File: src/rtl/pte_chk_pkg.sv
package pte_chk_pkg;
  localparam int PERM_W = 3;
  localparam int PB_X = 0;
  localparam int PB_W = 1;
  localparam int PB_R = 2;

  localparam int PTE_PERM_LO = 0;
  localparam int PTE_PRIV    = 3;
  localparam int PTE_ATTR_LO = 4;
  localparam int ATTR_W      = 2;
  localparam int PTE_CHG     = 7;
  localparam int PTE_REF     = 8;
  localparam logic [ATTR_W-1:0] ATTR_NIO = 2'b11;

  localparam int CB_NOEXEC = 0;
  localparam int CB_PROT   = 1;
  localparam int CB_RC     = 2;
  localparam int CB_STORE  = 3;

  typedef enum logic [1:0] {
    ACC_LOAD  = 2'b00,
    ACC_STORE = 2'b01,
    ACC_FETCH = 2'b10,
    ACC_RSVD  = 2'b11
  } acc_e;
endpackage

File: src/rtl/pte_fault.sv
module pte_fault
  import pte_chk_pkg::*;
#(
  parameter int CAUSE_W = 32
) (
  input  logic [PERM_W-1:0]  grant_i,
  input  logic [PERM_W-1:0]  need_i,
  input  logic               is_store_i,
  input  logic               is_fetch_i,
  input  logic               guard_i,
  input  logic               ref_i,
  input  logic               chg_i,
  output logic [CAUSE_W-1:0] cause_o
);
  logic denied, rc_bad;

  assign denied = |(need_i & ~grant_i);
  assign rc_bad = is_store_i ? !(ref_i && chg_i) : !ref_i;

  always_comb begin
    cause_o = '0;
    if (guard_i) begin
      cause_o[CB_NOEXEC] = 1'b1;
    end else if (denied) begin
      if (is_fetch_i) cause_o[CB_NOEXEC] = 1'b1;
      else            cause_o[CB_PROT]   = 1'b1;
      cause_o[CB_STORE] = is_store_i;
    end else if (rc_bad) begin
      cause_o[CB_RC]    = 1'b1;
      cause_o[CB_STORE] = is_store_i;
    end
  end
endmodule

File: config.mk
export PLATFORM = sky130hd
export DESIGN_NAME = pte_fault
export DESIGN_NICKNAME = d
export VERILOG_FILES = /design/src/rtl/pte_chk_pkg.sv /design/src/rtl/pte_fault.sv
export SDC_FILE = /design/constraint.sdc
export NUM_CORES = 1
export LEC_CHECK = 0
export BUFFER_PORTS_ARGS = -buffer_cell sky130_fd_sc_hd__buf_2
export CAP_MARGIN = 10
export CORE_AREA = 2 2 39 41
export DETAILED_ROUTE_END_ITERATION = 8
export DIE_AREA = 0 0 41 43
export MAX_ROUTING_LAYER = met4
export SLEW_MARGIN = 20
export SYNTH_ARGS = -nofsm -noshare
export SYNTH_HDL_FRONTEND = slang
export SYNTH_SLANG_ARGS = --single-unit
File: constraint.sdc
create_clock -name vclk -period 1.4
set_clock_uncertainty 0.2 [all_clocks]
set_input_delay 0.07 -clock vclk [all_inputs]
set_output_delay 0.07 -clock vclk [all_outputs]
set_load 0.02 [all_outputs]
==> results by group, run 1 <==
Cells and area
  • Clock buf count: 0
  • Fin cells: 70
  • FF+latch count: 0
  • Multi-input logic area: 180 um^2
  • Share of layout cells above drive strength 1: 0.315
  • Reg area: 0 um^2
  • Fillers: 166
  • # diodes: 0
  • Layout Nets: 67
  • Syn-to-layout area delta: -4.58%

Floorplan
  • Die X: 41 um
  • IO Count: 43
  • DIE AREA: approximately 0.0018 mm^2
  • Initial core utilization: 0.217
  • Core ar.: 0.00138 mm^2
  • Die H: 43 um
  • Core Rows: 14

Power and ir drop
  • Cell Int Power: ~0.027 mW
  • Logic pwr share: 1.000
  • Leakage: approximately 0.19 nW
  • Net Sw Power: ~0.095 mW
  • Seq pwr share: 0
  • Power per cell area: 426 mW/mm^2
  • Switching Share: 0.777
  • Peak VDD IR: 86.8 uV
  • Clock power frac: 0

Detailed routing
  • Number of DRC markers in iteration 0: 0
  • Post-DR vias/cell: between 3 and 4
  • Wirelength, routed: 412 um
  • Drt pass-1 iters: 1
  • Via count: between 200 and 250
  • ANT nets after route: 0
  • WL/cell: a little under 6 um
  • Drt drc: 0

Worst hold path
  • Worst hold path endpoint: cause_o[1]
  • Worst hold path type: in2out
  • Worst hold path startpoint: is_fetch_i
  • WHS Path Cells: 3

Logic synthesis
  • Area leader, netlist: buf_4
  • Synth Cell Area: 300 um^2
  • Synth top area share: 0.700
  • Top cells by area, synth: buf_4 70%, o221a_4 6.7%, a311oi_2 5.0%, inv_1 3.8%, o221ai_1 2.9%
  • Cell variety after synth: 11
  • Cells after synthesis: 40
  • Register area share after synthesis: 0
  • Avg Cell Area, Syn: 7.51 um^2
  • Most numerous cell in the Yosys netlist: buf_4
  • Top post-synthesis cells by count: 28 x buf_4, 3 x inv_1
  • Synth warn: 0

Place
  • Inst Count DP: 70
  • Gp weighted congestion: 0.565
  • Detail Placement HPWL: 399 um
  • Port buffer count: 15

GRT
  • Vias in the first global route: about 130
  • Global Route Usage Sum: 0.0389
  • First-pass GRT wire length: 489 um
  • Largest net degree at the start of global routing: 5
  • Initial antenna violation count: 0
  • Grt total ovfl: 0

Timing
  • Clock period minus worst slack: 1170 ps
  • Final Slew Violations: 0
  • RSZ-0062 raised after global routing: false
  • Endpoints failing hold: 0
  • Final setup viols: 0
  • Setup TNS: 0 ps
  • Peak Freq: 0.857 GHz
  • Tcrit/Tclk final: 0.833

Worst setup path
  • WP data required: approximately 1100 ps
  • CP Capture Type: output pin
  • Setup CP Type: in2out
  • CP Launch Type: input pin
  • WP data arrival: 900 ps
  • Largest fanout on the critical path: 2

Outcome
  • Outcome: finished, final reports clean

Run
  • Max_cap viols: 0

CTS
  • Post-CTS setup buffers: 0
  • Post-cts resize count: 0
  • Hold Buf Count CTS: 0
through the flow:
stage | area, um^2 | power [mW] | utilization | hold WS [ps] | setup WS, ps
global placement | 287 | 0.120 | 0.207 | 214 | 229
detailed placement | 287 | 0.121 | 0.207 | 216 | 228
floorplan | 402 | 0.154 | - | -12.2 | 278
global route | 287 | 0.134 | 0.207 | 229 | 184
CTS | 287 | 0.121 | 0.207 | 216 | 228
finish | 287 | 0.122 | 0.207 | 223 | 233
area by class of cell:
class | count | share of cell area
multi-input cells | 36 | 0.629
repair buffers | 15 | 0.262
well taps | 16 | 0.0699
inverters | 3 | 0.0393
cell families after synthesis:
group                  Yosys count  synth area share
AND/OR/NAND/NOR                  3            0.0625
AO/OA/AOI/OAI                    5             0.187
buffers and inverters           31             0.737
other                            1            0.0125
power groups by stage:
| stage | Clock, mW | Combinational [mW] | Sequential (mW) |
|---|---|---|---|
| after floorplan | 0 | 0.154 | 0 |
| after global placement | 0 | 0.120 | 0 |
| after detailed placement | 0 | 0.121 | 0 |
| after CTS | 0 | 0.121 | 0 |
| after global routing | 0 | 0.134 | 0 |
| final | 0 | 0.122 | 0 |
worst max-delay path by stage:
stage | start | endpoint | slack [ps] | cells after the start
6_report | grant_i[0] | cause_o[3] | 230 | 4
5_1_grt | grant_i[2] | cause_o[3] | 180 | 5
4_1_cts | grant_i[0] | cause_o[3] | 230 | 4
3_5_place_dp | grant_i[0] | cause_o[3] | 230 | 4
3_3_place_gp | grant_i[0] | cause_o[3] | 230 | 4
2_1_floorplan | grant_i[2] | cause_o[2] | 280 | 3
layer usage:
metal	part of all wire	wire, um	GRT usage	up-vias
met5	0	0	-	-
li1	-	-	-	103
met2	0.37	152	0.0563	30
met3	0.26	108	0	0
met4	0	0	0	0
met1	0.37	151	0.0633	83
cells in the final DEF, fill, tap and decap left out, drive strengths merged:
cell and count:
a311oi 1, nand2b 1, a21o 1, o221a 1
o221ai 1, buf 15, nor3b 1, conb 28
inv 3, o21ai 1, nor3 1
critical path, stage by stage:
cell,delay (ps)
buf_2,110
o221a_4,280
a311oi_2,240
buf_2,190
Note: power is estimated with default switching activity, not from simulation.
==> run 2: changes to the inputs <==
--- a/config.mk
+++ b/config.mk
@@ -5,6 +5,7 @@
 export SDC_FILE = /design/constraint.sdc
 export NUM_CORES = 1
 export LEC_CHECK = 0
+export ABC_AREA = 1
 export BUFFER_PORTS_ARGS = -buffer_cell sky130_fd_sc_hd__buf_2
 export CAP_MARGIN = 10
 export CORE_AREA = 2 2 39 41
==> constraint.sdc (replaced) <==
create_clock -name vclk -period 1.2
set_clock_uncertainty 0.2 [all_clocks]
set_input_delay 0.06 -clock vclk [all_inputs]
set_output_delay 0.06 -clock vclk [all_outputs]
set_load 0.02 [all_outputs]
==> run 2 against run 1 <==
- sequential cell count did not move
- non-clock buffer count did not move
- critical path depth rose by 3
- combinational power rose by 12%
- worst setup slack improved by 63 ps
- core utilization did not move
- cell area did not move
- count of clock-buffer cells in the layout did not move
- sequential share of layout area did not move
- synthesized cell count rose by 23%
- global-route usage rose by 0.20 points
- total power rose by 13%
- critical path type unchanged
==> results by group, run 2 <==
Outcome
  • Outcome: finished, final reports clean

Power and ir drop
  • Peak VDD IR: 96.1 uV (+11%)
  • Power per cell area: 479 mW/mm^2 (+13%)
  • Leakage: 0.222 nW (+16%)

Cells and area
  • Reg area: 0 um^2 (unchanged)
  • Layout Nets: 76 (+13%)
  • FF+latch count: 0 (unchanged)
  • Fillers: 174 (+4.8%)
  • Design Area, Final: 287 um^2 (unchanged)
  • Clock buf count: 0 (unchanged)
  • Commonest cells after routing, fill and taps aside: 28 x conb_1, 15 x buf_2, 8 x nand2_1
  • # diodes: 0 (unchanged)
  • Share of layout cells above drive strength 1: 0.270 (-0.0450)
  • Syn-to-layout area delta: -4.58% (unchanged)
  • Commonest non-fill, non-tap cell in the layout: conb_1

Floorplan
  • Initial core utilization: 0.217 (unchanged)
  • DIE AREA: 0.00176 mm^2 (unchanged)
  • Core Rows: 14 (unchanged)
  • Die X: 41 um (unchanged)
  • IO Count: 43 (unchanged)
  • Core ar.: 0.00138 mm^2 (unchanged)
  • Die H: 43 um (unchanged)

Timing
  • Endpoints failing hold: 0 (unchanged)
  • Final Slew Violations: 0 (unchanged)
  • Tcrit/Tclk final: 0.753
  • Min Hold Slack: 256 ps (+33.1 ps)
  • Peak Freq: about 1.1 GHz
  • Clock period minus worst slack: around 900 ps
  • Setup TNS: 0 ps (unchanged)
  • Final setup viols: 0 (unchanged)
  • RSZ-0062 raised after global routing: false

Place
  • Gp weighted congestion: 0.524 (-7.3%)
  • Detail Placement HPWL: 402 um (+0.88%)
  • Port buffer count: 15 (unchanged)
  • Placement Cell Area: 287 um^2 (unchanged)

Worst setup path
  • Setup CP Type: in2out
  • Crit path max-delay cell type: buf_2
  • CP Launch Type: input pin
  • CP Capture Type: output pin
  • WP data arrival: 640 ps (-260 ps)
  • CP Cell Sequence: buf_2, inv_1, nand2_1, nand3_2, nor2_1, nor2_1, buf_2
  • CP max stage delay: 160 ps (-120 ps)
  • Largest fanout on the critical path: 4 (+2)
  • WP data required: 940 ps (-190 ps)

Logic synthesis
  • Top post-synthesis cells by count: 28 x buf_4, 8 x nand2_1, 6 x inv_1, 4 x nor2_1
  • Cell variety after synth: 7 (-4)
  • Area leader, netlist: buf_4
  • Top cells by area, synth: buf_4 70%, nand2_1 10%, inv_1 7.5%, nor2_1 5.0%, nand3_2 3.3%
  • Avg Cell Area, Syn: 6.13 um^2 (-18%)
  • Synth top area share: 0.700 (unchanged)
  • Synth warn: 0 (unchanged)
  • Register area share after synthesis: 0 (unchanged)
  • Most numerous cell in the Yosys netlist: buf_4
  • Synth Cell Area: 300 um^2 (unchanged)
  • Cells after synthesis: 49 (+23%)

GRT
  • Largest net degree at the start of global routing: 5 (unchanged)
  • Initial antenna violation count: 0 (unchanged)
  • Grt total ovfl: 0 (unchanged)
  • Vias in the first global route: 150 (+18%)
  • Global Route Usage Sum: 0.0409 (+0.00205)
  • First-pass GRT wire length: 524 um (+7.2%)

Worst hold path
  • Worst hold path type: in2out
  • Worst hold path startpoint: is_fetch_i
  • Worst hold path endpoint: cause_o[0]
  • WHS Path Cells: 4 (+1)

Detailed routing
  • WL/cell: 5.19 um (-12%)
  • Drt pass-1 iters: 2 (+1)
  • Post-DR vias/cell: 2.78 (-9.8%)
  • Via count: 220 (+1.9%)
  • Number of DRC markers in iteration 0: 1 (+1)
  • Drt drc: 0 (unchanged)
  • ANT nets after route: 0 (unchanged)
  • Wirelength, routed: 410 um (-0.49%)

CTS
  • Post-CTS setup buffers: 0 (unchanged)
  • Post-cts resize count: 0 (unchanged)
  • Hold Buf Count CTS: 0 (unchanged)

Run
  • Max_cap viols: 0 (unchanged)
run 2: power breakdown:
group / internal [mW] / switching (mW)
clock: 0 / 0
combinational: 0.0268 / 0.110
sequential: 0 / 0
run 2: logic make-up (layout without fill, tap and decap cells):
logic type      count (synthesis)  count (layout)  synth area share
compound gates                  1               1            0.0292
simple gates                   13              13             0.183
buf+inv                        34              21             0.775
other cells                     1              28            0.0125
run 2: routing by layer:
layer  vias to the layer above  GRT usage  wire [um]
met5                         -          -          0
met4                         0          0          0
met3                         0          0         52
met2                        17     0.0938        245
met1                        88     0.0316        111
li1                        115          -          -
run 2: through the flow:
stage                     worst slack [ps]  utilization  std cells  power, mW
after floorplan                        390            -         76      0.178
after global placement                 295        0.207         79      0.135
after detailed placement               277        0.207         79      0.136
after CTS                              279        0.207         79      0.136
after global routing                   211        0.207         79      0.152
final                                  297        0.207         79      0.137
run 2: area by class of cell:
class                           count  area (um^2)  area share
Multi-Input combinational cell     42          169       0.590
Tap cell                           16         20.0      0.0699
Timing Repair Buffer               15         75.1       0.262
Inverter                            6         22.5      0.0786
run 2: worst max-delay path by stage:
stage          cells past startpoint          to  slack, ps  startpoint
2_1_floorplan                      5  cause_o[3]        390  grant_i[0]
3_3_place_gp                       7  cause_o[3]        290  grant_i[1]
3_5_place_dp                       7  cause_o[3]        280  grant_i[1]
4_1_cts                            7  cause_o[3]        280  grant_i[1]
5_1_grt                            7  cause_o[3]        210  grant_i[0]
6_report                           7  cause_o[3]        300  grant_i[1]
run 2: critical path: cells and delay by family:
kind | cells | cell delay [ps]
simple gates | 4 | 280
buf+inv | 3 | 290
==> run 3: changes to the inputs <==
==> constraint.sdc (replaced) <==
create_clock -name vclk -period 0.93
set_clock_uncertainty 0.2 [all_clocks]
set_input_delay 0.0465 -clock vclk [all_inputs]
set_output_delay 0.0465 -clock vclk [all_outputs]
set_load 0.02 [all_outputs]
==> run 3 against run 2 <==
- via count up 2.3%
- first-iteration DRC count down 100%
- wire length grew 0.73%
- sequential share of layout area unchanged
- die area stayed put
- critical path type unchanged
==> results by group, run 3 (synthesized netlist as in run 2, its figures left out) <==
GRT
  • Vias in the first global route: 141 (-6.0%)
  • Largest net degree at the start of global routing: 5 (unchanged)
  • Global Route Usage Sum: 0.0379 (-0.00307)
  • First-pass GRT wire length: 496 um (-5.3%)
  • Grt total ovfl: 0 (unchanged)
  • Initial antenna violation count: 0 (unchanged)

Detailed routing
  • WL/cell: 5.23 um (+0.73%)
  • Drt pass-1 iters: 1 (-1)
  • Via count: 225 (+2.3%)
  • ANT nets after route: 0 (unchanged)
  • Wirelength, routed: 413 um (+0.73%)
  • Number of DRC markers in iteration 0: 0 (-1)
  • Post-DR vias/cell: 2.85 (+2.3%)
  • Drt drc: 0 (unchanged)

Floorplan
  • Core Rows: 14 (unchanged)
  • Core ar.: 0.00138 mm^2 (unchanged)
  • Die H: 43 um (unchanged)
  • Initial core utilization: 0.217 (unchanged)
  • Die X: 41 um (unchanged)
  • DIE AREA: 0.00176 mm^2 (unchanged)
  • IO Count: 43 (unchanged)

Worst setup path
  • CP max stage delay: 150 ps (about the same)
  • Largest fanout on the critical path: 4 (unchanged)
  • Crit path max-delay cell type: buf_4
  • WP data required: 680 ps (-260 ps)
  • Crit path max-delay family: buffers and inverters
  • CP bufs+invs: 3 (unchanged)
  • Setup CP Type: in2out
  • CP Cell Sequence: buf_2, inv_1, nand2_2, nand3_4, nor2_2, nor2_1, buf_4
  • CP Launch Type: input pin
  • WP data arrival: 640 ps (about the same)
  • CP Capture Type: output pin

Run
  • Max_cap viols: 0 (unchanged)

Cells and area
  • FF+latch count: 0 (unchanged)
  • # diodes: 0 (unchanged)
  • Commonest non-fill, non-tap cell in the layout: conb_1
  • Clock buf count: 0 (unchanged)
  • Fillers: 178 (+2.3%)
  • Fin cells: 79 (unchanged)
  • Core Util, Final: 0.226 (+0.0190)
  • Reg area: 0 um^2 (unchanged)
  • Syn-to-layout area delta: 4.17%
  • Commonest cells after routing, fill and taps aside: 28 x conb_1, 13 x buf_2, 5 x inv_1, 5 x nand2_1
  • Layout Nets: 76 (unchanged)
  • Share of layout cells above drive strength 1: 0.349 (+0.0794)

Power and ir drop
  • Power per cell area: 612 mW/mm^2 (+28%)
  • Pwr Total: 0.192 mW (+40%)
  • Leakage: 0.226 nW (+1.8%)
  • Peak VDD IR: 117 uV (+22%)

Timing
  • Setup TNS: 0 ps (unchanged)
  • Endpoints failing hold: 0 (unchanged)
  • Final Slew Violations: 0 (unchanged)
  • Clock period minus worst slack: around 900 ps
  • Peak Freq: 1.13 GHz
  • Tcrit/Tclk final: 0.950
  • RSZ-0062 raised after global routing: false
  • Final setup viols: 0 (unchanged)

Place
  • Inst Count DP: 79 (unchanged)
  • Gp weighted congestion: 0.523 (-0.21%)
  • Detail Placement HPWL: 383 um (-4.8%)
  • Port buffer count: 15 (unchanged)

CTS
  • Hold Buf Count CTS: 0 (unchanged)

Worst hold path
  • Worst hold path type: in2out

Outcome
  • Outcome: finished, final reports clean
[run 3: repair_timing]
item | CTS | global route
setup endpoints to repair | 0 | 2
resized for setup | 0 | 8
setup buffers | 0 | 0
endpoints found under the hold margin | 0 | 0
[run 3: power by group]
part	switching (mW)	internal (mW)	total [mW]
logic	0.149	0.0427	0.192
registers	0	0	0
clock network	0	0	0
total	0.149	0.0427	0.192
[run 3: area by class of cell]
class / instances / area (um^2) / share of cell area
Multi-Input combinational cell: 42 / 186 / 0.596
Timing Repair Buffer: 15 / 83.8 / 0.268
Inverter: 6 / 22.5 / 0.0720
Tap cell: 16 / 20.0 / 0.0640
[run 3: worst paths after layout]
path	from	to	cells after the start	slack, ps
setup / recovery	grant_i[2]	cause_o[3]	7	50
hold / removal	is_fetch_i	cause_o[0]	4	220
[run 3: per-stage QoR]
stage,hold WS [ps],worst slack (ps),instance area [um^2]
after detailed placement,216,33.0,287
final,223,46.7,313
after floorplan,25.9,147,402
after global routing,246,3.99,313
after CTS,216,30.5,287
after global placement,213,31.6,287
[run 3: layer usage]
metal | global-route usage | vias up | routed length, um
li1 | - | 114 | -
met1 | 0.0222 | 94 | 92
met2 | 0.0906 | 17 | 251
met3 | 0.00524 | 0 | 69
met4 | 0 | 0 | 0
met5 | - | - | 0
